===== src/rtl/raster_sync_gen.sv =====
module raster_sync_gen #(
  parameter int LINE_CLKS = 64,
  parameter int HS_WIDTH  = 6,
  parameter int TOL       = 2,
  parameter int VS_FIRST  = 3,
  parameter int VS_LINES  = 3
) (
  input  logic       clk,
  input  logic       rst_n,
  input  logic       cfg_we,
  input  logic       cfg_int_sync,
  input  logic       cfg_progressive,
  input  logic       cfg_disp_on,
  input  logic [3:0] cfg_det_code,
  input  logic       ext_hs,
  input  logic       ext_vs,
  output logic       line_stb,
  output logic       field_stb,
  output logic [8:0] line_num,
  output logic       csync,
  output logic       hs_valid
);
  localparam int HW   = $clog2(LINE_CLKS);
  localparam int PMAX = LINE_CLKS + TOL + 1;
  localparam int PW   = $clog2(PMAX + 1);
  localparam logic [HW-1:0] H_LAST  = HW'(LINE_CLKS - 1);
  localparam logic [HW-1:0] H_HALF  = HW'(LINE_CLKS / 2);
  localparam logic [HW-1:0] H_SYNC  = HW'(HS_WIDTH);
  localparam logic [PW-1:0] P_MAX   = PW'(PMAX);
  localparam logic [PW-1:0] P_LO    = PW'(LINE_CLKS - TOL);
  localparam logic [PW-1:0] P_HI    = PW'(LINE_CLKS + TOL);
  localparam logic [8:0]    VS_LO   = 9'(VS_FIRST);
  localparam logic [8:0]    VS_HI   = 9'(VS_FIRST + VS_LINES);

  logic          int_q, prog_q, disp_q;
  logic [3:0]    det_q;
  logic [HW-1:0] hcnt;
  logic [9:0]    fl;
  logic          hs_d, vs_d, fstb_q;
  logic [PW-1:0] pcnt;
  logic [7:0]    good;
  logic [7:0]    need;

  logic ext_eff, hs_rise, vs_rise, hs_take, vs_take, line_adv, in_win, field_int;
  logic [9:0] fl_last, fl_next;

  assign ext_eff  = !int_q && !disp_q;
  assign hs_rise  = ext_hs && !hs_d;
  assign vs_rise  = ext_vs && !vs_d;
  assign hs_take  = ext_eff && hs_rise;
  assign vs_take  = ext_eff && vs_rise;
  assign line_adv = (hcnt == H_LAST) || hs_take;
  assign fl_last  = prog_q ? 10'd262 : 10'd524;
  assign fl_next  = (fl >= fl_last) ? 10'd0 : fl + 10'd1;

  always_ff @(posedge clk or negedge rst_n) begin
    if (!rst_n) begin
      int_q  <= 1'b0;
      prog_q <= 1'b0;
      disp_q <= 1'b0;
      det_q  <= 4'b0000;
    end else if (cfg_we) begin
      int_q  <= cfg_int_sync;
      prog_q <= cfg_progressive;
      disp_q <= cfg_disp_on;
      det_q  <= cfg_det_code;
    end
  end

  always_ff @(posedge clk or negedge rst_n) begin
    if (!rst_n) begin
      hcnt   <= '0;
      fl     <= '0;
      hs_d   <= 1'b0;
      vs_d   <= 1'b0;
      fstb_q <= 1'b0;
    end else begin
      hs_d   <= ext_hs;
      vs_d   <= ext_vs;
      hcnt   <= line_adv ? '0 : hcnt + 1'b1;
      fstb_q <= vs_take;
      if (vs_take)       fl <= '0;
      else if (line_adv) fl <= fl_next;
    end
  end

  assign line_num  = (fl >= 10'd263) ? 9'(fl - 10'd262) : fl[8:0];
  assign field_int = (hcnt == '0 && fl == 10'd0) ||
                     (!prog_q && fl == 10'd262 && hcnt == H_HALF);
  assign line_stb  = rst_n && (hcnt == '0);
  assign field_stb = rst_n && (ext_eff ? fstb_q : field_int);
  assign csync     = rst_n && ((hcnt < H_SYNC) ^ (line_num >= VS_LO && line_num < VS_HI));

  assign in_win = (pcnt >= P_LO) && (pcnt <= P_HI);

  always_ff @(posedge clk or negedge rst_n) begin
    if (!rst_n) begin
      pcnt <= P_MAX;
      good <= '0;
    end else if (hs_rise) begin
      pcnt <= PW'(1);
      if (!in_win)             good <= '0;
      else if (good != 8'd128) good <= good + 8'd1;
    end else if (pcnt != P_MAX) begin
      pcnt <= pcnt + 1'b1;
    end else begin
      good <= '0;
    end
  end

  always_comb begin
    case (det_q)
      4'b0001: need = 8'd16;
      4'b0010: need = 8'd32;
      4'b0100: need = 8'd64;
      4'b1000: need = 8'd128;
      default: need = 8'd0;
    endcase
  end

  assign hs_valid = (need != 8'd0) && (good >= need);
endmodule


===== config.mk =====
export PLATFORM = sky130hd
export DESIGN_NAME = raster_sync_gen
export DESIGN_NICKNAME = d
export VERILOG_FILES = /design/src/rtl/raster_sync_gen.sv
export SDC_FILE = /design/constraint.sdc
export NUM_CORES = 1
export LEC_CHECK = 0
export CAP_MARGIN = 20
export CORE_MARGIN = 1
export CORE_UTILIZATION = 45
export CTS_CLUSTER_SIZE = 30
export DETAILED_ROUTE_END_ITERATION = 12
export PLACE_DENSITY = 0.73
export SLEW_MARGIN = 20
export SYNTH_ARGS = -nofsm -noshare
export SYNTH_HDL_FRONTEND = slang
export SYNTH_SLANG_ARGS = --single-unit

===== constraint.sdc =====
create_clock -name clk -period 6.5 [get_ports clk]
set_input_delay 1.3 -clock clk [delete_from_list [all_inputs] [get_ports clk]]
set_output_delay 1.3 -clock clk [all_outputs]
set_load 0.02 [all_outputs]

## After elaboration in Yosys (flattened, before gate mapping)

Index checks and enable logic that the tools add are counted.
Widths: inputs -> output; s select.

- Register bits after elaboration: 41
- Input port bits: 12

- Add/sub/neg operators: 5
- $lt $le $gt $ge: 8
- Equal/unequal tests: 11
- Muxes and demuxes: 14
- Bitwise operators: 1
- Reduce and logical (&&, ||, !) cells: 27

Operators with widths:

| cell | count |
|---|---|
| $mux 10 | 4 |
| $mux 8 | 4 |
| $pmux 8 s4 | 1 |
| $logic_and 1x1->1 | 14 |
| $mux 7 | 2 |
| $eq 6x6->1 const B | 2 |
| $add 10x1->10 const B | 1 |
| $eq 10x9->1 const B | 1 |
| $ge 10x10->1 | 1 |
| $ge 10x9->1 const B | 1 |
| $logic_not 10->1 | 1 |
| $ge 9x2->1 const B | 1 |
| $lt 9x3->1 const B | 1 |
| $mux 9 | 1 |
| $sub 9x9->9 const B | 1 |
| $add 8x1->8 const B | 1 |
| $ge 8x8->1 | 1 |
| $ne 8x8->1 const B | 1 |
| $reduce_bool 8->1 | 1 |
| $add 7x1->7 const B | 1 |
| $ge 7x6->1 const B | 1 |
| $le 7x7->1 const B | 1 |
| $ne 7x7->1 const B | 1 |
| $add 6x1->6 const B | 1 |
| 15 further kinds | 21 |

## Depth between registers and ports, before layout

- Depth after elaboration: 6
- Depth in mapped cells: 9
- Depth with buffers taken out: 8

## Least setup slack after synthesis

Ideal clock, no wire load.

- Kind: register to output
- Start point: register fl[1]
- End point: output port csync
- Arrival: 2,546 ps
- Data required time: 5,200 ps
- Slack: 2,654 ps
- Cell stages (with the launch flop): 7
- Path buffers: 0
- Path through: dfrtp_1 > ha_1 > a211oi_1 > a21oi_1 > xnor2_1 > mux2i_1 > o41ai_1

- Word-level cells in the longest chain between the ends: 6
- Elaborated cells between the ends (all ways): 8

RTL lines:

| what | RTL line | source |
|---|---|---|
| start: declaration | 38 | `logic [9:0] fl;` |
| start signal: assignment | 83 | `else if (line_adv) fl <= fl_next;` |
| $sub 9x9->9 or $ge 10x9->1 (tied branches) | 87 | `assign line_num = (fl >= 10'd263) ? 9'(fl - 10'd262) : fl[8:0];` |
| $mux 9 (*) | 87 |  |
| via line_num[1] | 19 | `output logic [8:0] line_num,` |
| $ge 9x2->1 or $lt 9x3->1 (tied branches) | 92 | `assign csync = rst_n && ((hcnt < H_SYNC) ^ (line_num >= VS_LO && line_num < VS_HI));` |
| $logic_and 1x1->1 (*) | 92 |  |
| $xor 1x1->1 (*) | 92 |  |
| $logic_and 1x1->1 (*) | 92 |  |
| end: declaration | 20 | `output logic csync,` |

Mark *: on every way through the listed nets, which the timed path passes. The rest lies on a longest branch.

## Final worst setup path

- Start point: register fl[2]
- End point: output port csync

- Word-level cells in the longest chain between the ends: 6
- Elaborated cells between the ends (all ways): 8

RTL lines:

| what | RTL line |
|---|---|
| $sub 9x9->9 or $ge 10x9->1 (tied branches) | 87 |
| $mux 9 (*) | 87 |
| $ge 9x2->1 or $lt 9x3->1 (tied branches) | 92 |
| $logic_and 1x1->1 (*) | 92 |
| $xor 1x1->1 (*) | 92 |
| $logic_and 1x1->1 (*) | 92 |

Mark *: on every way between the ends. The rest lies on a longest branch, timed or not.

==> flow_summary_export.csv <==
group,metric,value,unit
run_status,status,"finished clean",
cells_and_area,layout.nets,343,
power_and_ir_drop,p_per_area,301,mW/mm2
drt,routedWlPerCell,13.8,um
sta,clock_skew,0.0131,ns
placement,hpwl,3890,um
worst_setup_path,end_kind,"output pin",
synthesis,ys_warn_count,0,
placement,io_buffer_count,24,
drt,firstDrtPassIters,4,
synthesis,syn_nets,324,
synthesis,synth_top_family_by_area,"simple AND/OR/NAND/NOR gates",
synthesis,syn_area,0.00267,mm2
cts,post_cts_buffers,0,
worst_setup_path,cp-startpoint,"fl[2]",
synthesis,yosysMostFrequentCell,"dfrtp_1",
cts,clkTransAtPathRegs,0.09,ns
cts,htreeDepth,2,
power_and_ir_drop,vdd_drop_max,0.128,mV
floorplan,core,0.00561,mm2
sta,period_minus_slack,4.37,ns
drt,first_iter_violations,106,
cts,root_buffer,"clkbuf_8",
cts,cts_buffers,5,
worst_setup_path,cp.depth,6,
synthesis,synth_xor_area_share,4.60,%
placement,dpl_cell_area,0.00292,mm2
sta,rsz0062_at_grt,"false",
global_routing,track_usage,19.3,%
synthesis,ys_ff_latch,41,
worst_setup_path,worstPathCellList,"ha_1, or4_1, o21ai_0, nand4_1, o41ai_1, clkdlybuf4s50_1",
synthesis,yosys.area.top_type,"dfrtp_1",
synthesis,synthCells,294,
cells_and_area,nFillCells,535,
sta,tightestPinTransition,0.645,ns
cts,cts_hold_buf,0,
sta,max_freq,229,MHz
worst_setup_path,crit_fanout,10,
worst_setup_path,crit_buf_inv,1,
sta,fin_crit_sh,67.2,%
drt,final_antenna_net_count,0,
synthesis,synth-compound-area-share,15.9,%
synthesis,ys_async_sr_fraction,100,%
synthesis,ys_top_cells_by_area,"dfrtp_1, ha_1, nand2_1",
cells_and_area,antenna_cells,0,
synthesis,synthSimpleGateAreaFrac,23.6,%
hold_path,hold_depth,1,
global_routing,grt_max_degree,26,
hold_path,hold_path.class,"reg2reg",
drt,wirelength,5340,um
worst_setup_path,cp.required,5.20,ns
job,drv_cap,0,
placement,place_congestion,0.805,
sta,max_slew_margin,56.7,%
hold_path,hp-start,"disp_q",
synthesis,yosysSeqAreaShare,38.6,%
worst_setup_path,crit_slowest_cell,"clkdlybuf4s50_1",
worst_setup_path,crit_family,"buffers and inverters",
global_routing,antenna_found_initial,0,
synthesis,synth-edff-count,0,
floorplan,ioPinCount,25,
floorplan,design.die.area,0.00623,mm2
worst_setup_path,rr_worst_depth,5,
cts,clockBufferDepth,2,
cts,cts_resized,0,
floorplan,die_width,79.0,um
worst_setup_path,critPathArrivalTime,3.07,ns
sta,fin_tns_setup,0,ns
floorplan,die-height,79.0,um
synthesis,syn_area_per_cell,9.06,um2
floorplan,start_util,47.5,%
sta,setup_viol,0,
synthesis,synth_fa_ha_area_share,8.45,%
cells_and_area,fin_area,0.00302,mm2
synthesis,synth_ff_type,"dfrtp_1",
worst_setup_path,worstSetupPathType,"reg2out",
worst_setup_path,slowest_delay,0.67,ns
cts,cts.sinks,41,
worst_setup_path,rr_startpoint,"fl[4]",
drt,vias,2234,
cells_and_area,drive_gt1_share,8.92,%
drt,post-route-drc-count,0,
synthesis,synth_mux_area_share,2.91,%
power_and_ir_drop,p_leak,0.00126,uW
cts,insertion_delay,0.30,ns
synthesis,synth_cell_types,56,
cts,cts_tree,"built",
synthesis,synth_common_cells,"dfrtp_1, nand2_1, inv_1",
global_routing,grt_first_pass_wirelength,9250,um
global_routing,overflow,0,
drt,via_per_inst,5.79,
cells_and_area,synthToLayoutAreaGrowth,13.2,%
global_routing,grt_pass1_vias,2031,
floorplan,std_cell_rows,27,
sta,slew_violations,0,
sta,hold_viol_final,0,
worst_setup_path,cp-start-kind,"flop",
power_and_ir_drop,fin_total_pwr,908,uW
synthesis,yosysTopAreaCellShare,35.7,%
==> registers in the layout, summed over array words and instances (netlist names), 4 cells and up <==
register,count
pcnt,7
det_q,4
fl,10
hcnt,6
good,8
==> where the power goes <==
part	switching, uW	total [uW]	internal [uW]
clock	98.7	176	77.6
sequential	81.3	385	304
combinational	180	347	167
total	360	908	548
==> per-stage QoR <==
step	std cells	hold slack [ns]	utilization [%]	setup WS [ns]
global placement	378	0.468	52.1	2.43
floorplan	294	0.438	-	2.65
detailed placement	378	0.471	52.1	2.43
CTS	386	0.471	53.8	2.14
finish	386	0.468	53.8	2.13
global route	386	0.507	53.8	1.89
==> kinds of logic after synthesis <==
logic type	after synthesis
AO/OA/AOI/OAI	64
flip-flops	41
AND/OR/NAND/NOR	115
multiplexers	7
adder cells (fa/ha/maj)	18
XOR/XNOR	14
buffers and inverters	35
==> layout make-up <==
class | count | area [um2] | area share [%]
multi-input combinational | 218 | 1480 | 49.0
sequential | 41 | 1030 | 34.1
timing repair buffer | 25 | 243 | 8.05
tap | 72 | 90.1 | 2.99
inverter | 22 | 82.6 | 2.74
clock buffer | 5 | 68.8 | 2.28
clock inverter | 3 | 25.0 | 0.830
==> layer usage <==
metal  GRT usage [%]  part of all wire, %
met1            25.5                   47
met2            31.2                   46
met3            4.37                  5.2
met4            6.55                  1.5
met5               0                    0
==> path summary, 6_finish.rpt <==
| check | slack, ns | to |
|---|---|---|
| max in group asynchronous | 4.84 | pcnt[1] |
| worst max-delay path | 2.13 | csync |
| worst min-delay path | 0.47 | fstb_q |
| worst min register to register | 0.47 | fstb_q |
| min in group asynchronous | 0.93 | det_q[2] |
| worst max register to register | 4.09 | fl[5] |
==> layout by cell type (no fill, tap or decap), drive strengths merged, types with 3 or more instances in the layout <==
cell	synthesis	layout
nand2b	5	5
or3	3	3
o21ai	19	19
nand3	12	12
and3	6	6
and2	3	3
nor3	7	7
a31oi	8	8
clkdlybuf4s50	0	23
or4	3	3
nor2	18	18
xnor2	10	10
nor4	6	6
inv	22	23
nand4	7	7
nand2	30	30
nor2b	3	3
o22ai	7	7
dfrtp	38	38
clkbuf	5	5
dfstp	3	3
a211oi	3	3
or4b	3	3
ha	18	18
mux2	6	6
xor2	4	4
nand3b	4	4
a21oi	8	8
Note: power is estimated with default switching activity, not from simulation.
